$ cat src/rtl/mru_pkg.sv
package mru_pkg;
    typedef enum logic [2:0] {
        ST_IDLE  = 3'd0,
        ST_FLASH = 3'd1,
        ST_EXT   = 3'd2,
        ST_LO    = 3'd3,
        ST_HI    = 3'd4,
        ST_SFR   = 3'd5,
        ST_PROG  = 3'd6,
        ST_BLOCK = 3'd7
    } route_t;
endpackage

$ cat src/rtl/mru_code_path.sv
module mru_code_path
    import mru_pkg::*;
#(
    parameter int CODE_AW     = 16,
    parameter int FLASH_BYTES = 8192
) (
    input  logic [CODE_AW-1:0] addr,
    input  logic               is_movc,
    input  logic               ea_held,
    input  logic               run_ext,
    input  logic               movc_lock,
    output route_t             route,
    output logic               run_ext_next
);
    localparam logic [CODE_AW-1:0] FLASH_TOP = CODE_AW'(FLASH_BYTES - 1);

    logic to_ext;

    always_comb begin
        to_ext = !ea_held || (addr > FLASH_TOP);
        if (is_movc && movc_lock && run_ext)
            route = ST_BLOCK;
        else if (to_ext)
            route = ST_EXT;
        else
            route = ST_FLASH;
        run_ext_next = is_movc ? run_ext : to_ext;
    end
endmodule

$ cat src/rtl/mru_data_path.sv
module mru_data_path
    import mru_pkg::*;
#(
    parameter int DATA_AW   = 8,
    parameter int LOW_BYTES = 128
) (
    input  logic [DATA_AW-1:0] addr,
    input  logic               indirect,
    output route_t             route
);
    localparam logic [DATA_AW-1:0] LOW_LIMIT = DATA_AW'(LOW_BYTES);

    always_comb begin
        if (addr < LOW_LIMIT)
            route = ST_LO;
        else if (indirect)
            route = ST_HI;
        else
            route = ST_SFR;
    end
endmodule

$ cat src/rtl/mru_prog_gate.sv
module mru_prog_gate
    import mru_pkg::*;
(
    input  logic   lock,
    output route_t route
);
    always_comb route = lock ? ST_BLOCK : ST_PROG;
endmodule

$ cat src/rtl/mem_route_unit.sv
module mem_route_unit
    import mru_pkg::*;
#(
    parameter int CODE_AW     = 16,
    parameter int FLASH_BYTES = 8192,
    parameter int DATA_AW     = 8,
    parameter int LOW_BYTES   = 128,
    parameter int DW          = 8
) (
    input  logic               clk,
    input  logic               rst_n,
    input  logic               ea_pin,
    input  logic               code_req,
    input  logic               code_movc,
    input  logic [CODE_AW-1:0] code_addr,
    input  logic               data_req,
    input  logic               data_indirect,
    input  logic [DATA_AW-1:0] data_addr,
    input  logic               prog_req,
    input  logic               opt_lock,
    input  logic               opt_movc_lock,
    input  logic [DW-1:0]      flash_rdata,
    output logic               sel_flash,
    output logic               sel_ext_code,
    output logic               sel_lo_ram,
    output logic               sel_hi_ram,
    output logic               sel_sfr,
    output logic               sel_prog,
    output logic               blocked,
    output logic [DW-1:0]      rdata
);
    localparam logic [CODE_AW-1:0] FLASH_TOP = CODE_AW'(FLASH_BYTES - 1);
    localparam logic [DATA_AW-1:0] LOW_LIMIT = DATA_AW'(LOW_BYTES);
    localparam logic [DW-1:0]      FILL      = '1;

    route_t state, state_nx, code_rt, data_rt, prog_rt;
    logic   ea_held, run_ext, run_ext_nx;

    mru_code_path #(.CODE_AW(CODE_AW), .FLASH_BYTES(FLASH_BYTES)) u_code (
        .addr(code_addr), .is_movc(code_movc), .ea_held(ea_held),
        .run_ext(run_ext), .movc_lock(opt_movc_lock),
        .route(code_rt), .run_ext_next(run_ext_nx)
    );

    mru_data_path #(.DATA_AW(DATA_AW), .LOW_BYTES(LOW_BYTES)) u_data (
        .addr(data_addr), .indirect(data_indirect), .route(data_rt)
    );

    mru_prog_gate u_prog (.lock(opt_lock), .route(prog_rt));

    // Next state: code beats data beats programming
    always_comb begin
        if (code_req)
            state_nx = code_rt;
        else if (data_req)
            state_nx = data_rt;
        else if (prog_req)
            state_nx = prog_rt;
        else
            state_nx = ST_IDLE;
    end

    // State register and held context
    always_ff @(posedge clk) begin
        if (!rst_n) begin
            state   <= ST_IDLE;
            ea_held <= ea_pin;
            run_ext <= 1'b0;
        end else begin
            state <= state_nx;
            if (code_req)
                run_ext <= run_ext_nx;
        end
    end

    // Output decode
    always_comb begin
        sel_flash    = 1'b0;
        sel_ext_code = 1'b0;
        sel_lo_ram   = 1'b0;
        sel_hi_ram   = 1'b0;
        sel_sfr      = 1'b0;
        sel_prog     = 1'b0;
        blocked      = 1'b0;
        rdata        = flash_rdata;
        unique case (state)
            ST_IDLE:  ;
            ST_FLASH: sel_flash    = 1'b1;
            ST_EXT:   sel_ext_code = 1'b1;
            ST_LO:    sel_lo_ram   = 1'b1;
            ST_HI:    sel_hi_ram   = 1'b1;
            ST_SFR:   sel_sfr      = 1'b1;
            ST_PROG:  sel_prog     = 1'b1;
            ST_BLOCK: begin
                blocked = 1'b1;
                rdata   = FILL;
            end
        endcase
    end


    ea_hold_chk: assert property (@(posedge clk) disable iff (!rst_n)
        $past(rst_n) |-> $stable(ea_held));


    high_code_ext_chk: assert property (@(posedge clk) disable iff (!rst_n)
        (code_req && code_addr > FLASH_TOP) |=> !sel_flash);


    one_grant_chk: assert property (@(posedge clk) disable iff (!rst_n)
        (code_req || data_req || prog_req) |=>
        $countones({sel_flash, sel_ext_code, sel_lo_ram, sel_hi_ram,
                    sel_sfr, sel_prog, blocked}) == 1);


    idle_quiet_chk: assert property (@(posedge clk) disable iff (!rst_n)
        !(code_req || data_req || prog_req) |=>
        !(sel_flash || sel_ext_code || sel_lo_ram || sel_hi_ram ||
          sel_sfr || sel_prog || blocked));


    fill_data_chk: assert property (@(posedge clk) disable iff (!rst_n)
        blocked |-> rdata == FILL);


    direct_sfr_chk: assert property (@(posedge clk) disable iff (!rst_n)
        (!code_req && data_req && !data_indirect && data_addr >= LOW_LIMIT)
        |=> sel_sfr);
endmodule

$ cat config.mk
export PLATFORM = sky130hd
export DESIGN_NAME = mem_route_unit
export DESIGN_NICKNAME = d
export VERILOG_FILES = /design/src/rtl/mru_pkg.sv /design/src/rtl/mru_code_path.sv /design/src/rtl/mru_data_path.sv /design/src/rtl/mru_prog_gate.sv /design/src/rtl/mem_route_unit.sv
export SDC_FILE = /design/constraint.sdc
export NUM_CORES = 1
export LEC_CHECK = 0
export CORE_AREA = 5 5 42 44
export DETAILED_ROUTE_END_ITERATION = 8
export DIE_AREA = 0 0 47 49
export DONT_BUFFER_PORTS = 1
export PLACE_DENSITY_LB_ADDON = 0.1
export RECOVER_POWER = 50
export SLEW_MARGIN = 20
export SYNTH_ARGS = -nofsm -noshare
export SYNTH_HDL_FRONTEND = slang
export SYNTH_SLANG_ARGS = --single-unit
$ cat constraint.sdc
create_clock -name clk -period 1.09 [get_ports clk]
set_clock_uncertainty 0.05 [all_clocks]
set_input_delay 0.109 -clock clk [delete_from_list [all_inputs] [get_ports clk]]
set_output_delay 0.109 -clock clk [all_outputs]
set_load 0.02 [all_outputs]
==> results.toml, run 1 <==
[run_status]
result_of_the_run = "finished with violations"
failed_checks = "negative setup slack"

[synthesis]
synth.top_cells.by_area = "sky130_fd_sc_hd__dfxtp_1 24%, sky130_fd_sc_hd__nand2b_1 15%, sky130_fd_sc_hd__edfxtp_1 8.9%"
yosysTopAreaCell = "sky130_fd_sc_hd__dfxtp_1"
synth-adder-area-share = 0
combined_area_of_all_synthesized_cells_um2 = 337
synth_cell_types = 18
synth_top_family_by_area = "simple AND/OR/NAND/NOR gates"
post_synthesis_mean_instance_area_um2 = 8.86
synth-seq-area-share = 0.327
ys_seq_elements = 5
synth.mux.area_fraction = 0.0297
synth_xor_area_frac = 0
synthesis.yosys.warnings = 0
synthesis.instances = 38
simple_gate_share_of_the_synthesized_area = 0.502
synth_top_area_frac = 0.238
synth_fp_nets = 80
share_of_the_synthesized_area_in_compound_gates_ao_oa_aoi_oai = 0.119

[finish]
final_nets = 94
n_diodes = 0
mostFrequentLayoutCell = "sky130_fd_sc_hd__nand2b_4"
sequential_cell_area_um2 = 116
drive_above_1_share = 0.588
multi_input_area_um2 = 332
syn_to_final_growth_pct = 75.8
post_layout_nonfiller_instances = 67
nFillCells = 145
layout.cells.most_common_list = "8 x sky130_fd_sc_hd__nand2b_4, 4 x sky130_fd_sc_hd__buf_6"
utilization = 0.422

[grt]
grt_usage = 0.0993
grt_first_pass_wirelength_mm = 1.66
antenna_found_initial = 0
grt_pass1_vias = 357
grt-ovfl-total = 0
grt_start_max_net_pins = 10

[floorplanning]
floorplan.io_pins = 57
number_of_rows_in_the_core_area = 14
die_area_um2 = 2300
die_w_um = 47
core_um2 = 1400
die_h_um = 49
start_util = 0.240

[power_and_ir_drop]
switchingPower_mw = 0.166
p_sw_frac = 0.278
p_leak_nw = 0.275
peak_supply_drop_mv = 0.408
clkPwrFrac = 0.353
power.internal_mw = 0.432
pwr-share-seq = 0.359
p_total_mw = 0.598
pwr_density_nw_per_um2 = 1010
comb_power_share = 0.288

[place]
buffer_ports.inserted = 0
cell_count_post_placement = 60
gp_congestion = 0.646

[setup_path]
crit_chain = "buf_6 -> nor3b_4 -> buf_6"
setup.worst_path.class = "register to primary output"
crit_slowest_cell = "sky130_fd_sc_hd__dfxtp_2"
critical_path_required_ps = 930
setup.worst_path.start_class = "register"
crit_arrival_ps = 1040
path_common_cell = "sky130_fd_sc_hd__buf_6"
cp_max_fo = 6
critPathCaptureType = "primary output"
max_stage_delay_ps = 350

[route]
detail_route.vias_per_cell = 5.13
routed.top_layer = "met3"
detail_route.drc_violations = 0
routed_wire_length_per_instance_um = 14.9
met2_length_um = 608
routed_wirelength_um = 997
antenna_violating_nets_post_route = 0
routed-via-count = 344
drt_pre_antenna_iters = 3
wirelength_met1_um = 294
met3_wirelength_um = 94
drt_iter0_drc = 1

[timing]
final-setup-viol-count = 17
slew_headroom = 0.816
layout_setup_ws_ps = -106
finalSetupTns_ps = -1320
min_period_over_period = 1.10
post-route-min-period_ps = 1200
grt_setup_unrepaired = "yes"
finalHoldViolCount = 0
clock.fmax_mhz = 836
worstMarginPinSlew_ps = 276
timing.hold.ws_ps = 29.7
slew_viol_final = 0

[clocking]
numCtsBuffers = 3
root_cell_of_the_clock_tree = "sky130_fd_sc_hd__clkbuf_4"
clock_latency_ps = 240
cts_tree = "built"
clock_path_buffers = 2
clkSlewWorstSetupHoldPaths_ps = 40
clock_sinks = 5
cts-htree-levels = 1

[flow_run]
max_cap_violations = 0

[hold_path]
worstHoldPathType = "primary input to register"
-- worst paths after layout --
kind	cells past startpoint	to	from	slack (ps)
hold reg to reg	2	run_ext	run_ext	440
setup reg to reg	3	run_ext	ea_held	-60
hold / removal	2	state[1]	code_req	30
setup / recovery	3	sel_flash	state[0]	-110
-- power groups by stage --
| stage | combinational, mW | clock (mW) | sequential, mW |
|---|---|---|---|
| finish | 0.173 | 0.211 | 0.215 |
| global route | 0.184 | 0.241 | 0.217 |
| CTS | 0.162 | 0.221 | 0.216 |
| detailed placement | 0.123 | 0 | 0.212 |
| global placement | 0.121 | 0 | 0.212 |
| floorplan | 0.0862 | 0 | 0.216 |
-- worst max-delay path: cells and delay by family, from the launching register on --
family / cells / cell delay (ps)
buffers and inverters: 2 / 260
flip-flops: 1 / 350
AND/OR/NAND/NOR: 1 / 190
-- routing by layer --
| metal | up-vias | global-route usage |
|---|---|---|
| li1 | 164 | - |
| met1 | 165 | 0.0945 |
| met2 | 15 | 0.170 |
| met3 | 0 | 0.0627 |
| met4 | 0 | 0.0276 |
| met5 | - | 0 |
-- per-stage QoR --
step / setup WS, ps / cell area (µm²)
floorplan: 3.22 / 337
global placement: -30.7 / 402
detailed placement: -42.9 / 402
CTS: -100 / 564
global route: -159 / 592
finish: -106 / 592
-- synth_stat cells, drive strengths merged --
cell / n
or4b: 1
edfxtp: 1
nor3b: 3
o31a: 1
a31oi: 1
nand2b: 8
nor2: 1
nand2: 1
inv: 2
and3: 1
o21a: 1
a211o: 2
nand4b: 1
mux2i: 1
nand3: 3
dfxtp: 4
and3b: 3
nor2b: 3
-- state kept, by name, summed over array words and instances, names as in the netlist --
name	flops
state	3
run_ext	1
ea_held	1
-- final cells by class --
cell class                      instances  area share
Multi-Input combinational cell         31       0.560
Sequential cell                         5       0.197
Timing Repair Buffer                    9       0.152
Clock buffer                            4      0.0444
Tap cell                               16      0.0338
Inverter                                2      0.0127
-- logic make-up (layout without fill, tap and decap cells) --
family / after synthesis / after routing
AO/OA/AOI/OAI: 5 / 5
buffers and inverters: 2 / 15
flip-flops: 5 / 5
multiplexers: 1 / 1
AND/OR/NAND/NOR: 25 / 25
-- what timing repair did --
action / 4_1_cts / 5_1_grt
buffers inserted: 0 / 0
hold endpoints to repair: 4 / 0
pin swaps: 3 / 2
hold buffers: 3 / 0
resized for setup: 23 / 4
setup endpoints to repair: 18 / 18
No activity file was read; power rests on OpenSTA's default activity.
==> run 2, diff against run 1 <==
--- a/config.mk
+++ b/config.mk
@@ -9,6 +9,7 @@
 export DETAILED_ROUTE_END_ITERATION = 8
 export DIE_AREA = 0 0 47 49
 export DONT_BUFFER_PORTS = 1
+export GPL_ROUTABILITY_DRIVEN = 0
 export PLACE_DENSITY_LB_ADDON = 0.1
 export RECOVER_POWER = 50
 export SLEW_MARGIN = 20
==> results of run 2 <==
No change in the layout: final DEF, timing and power equal those of run 1.
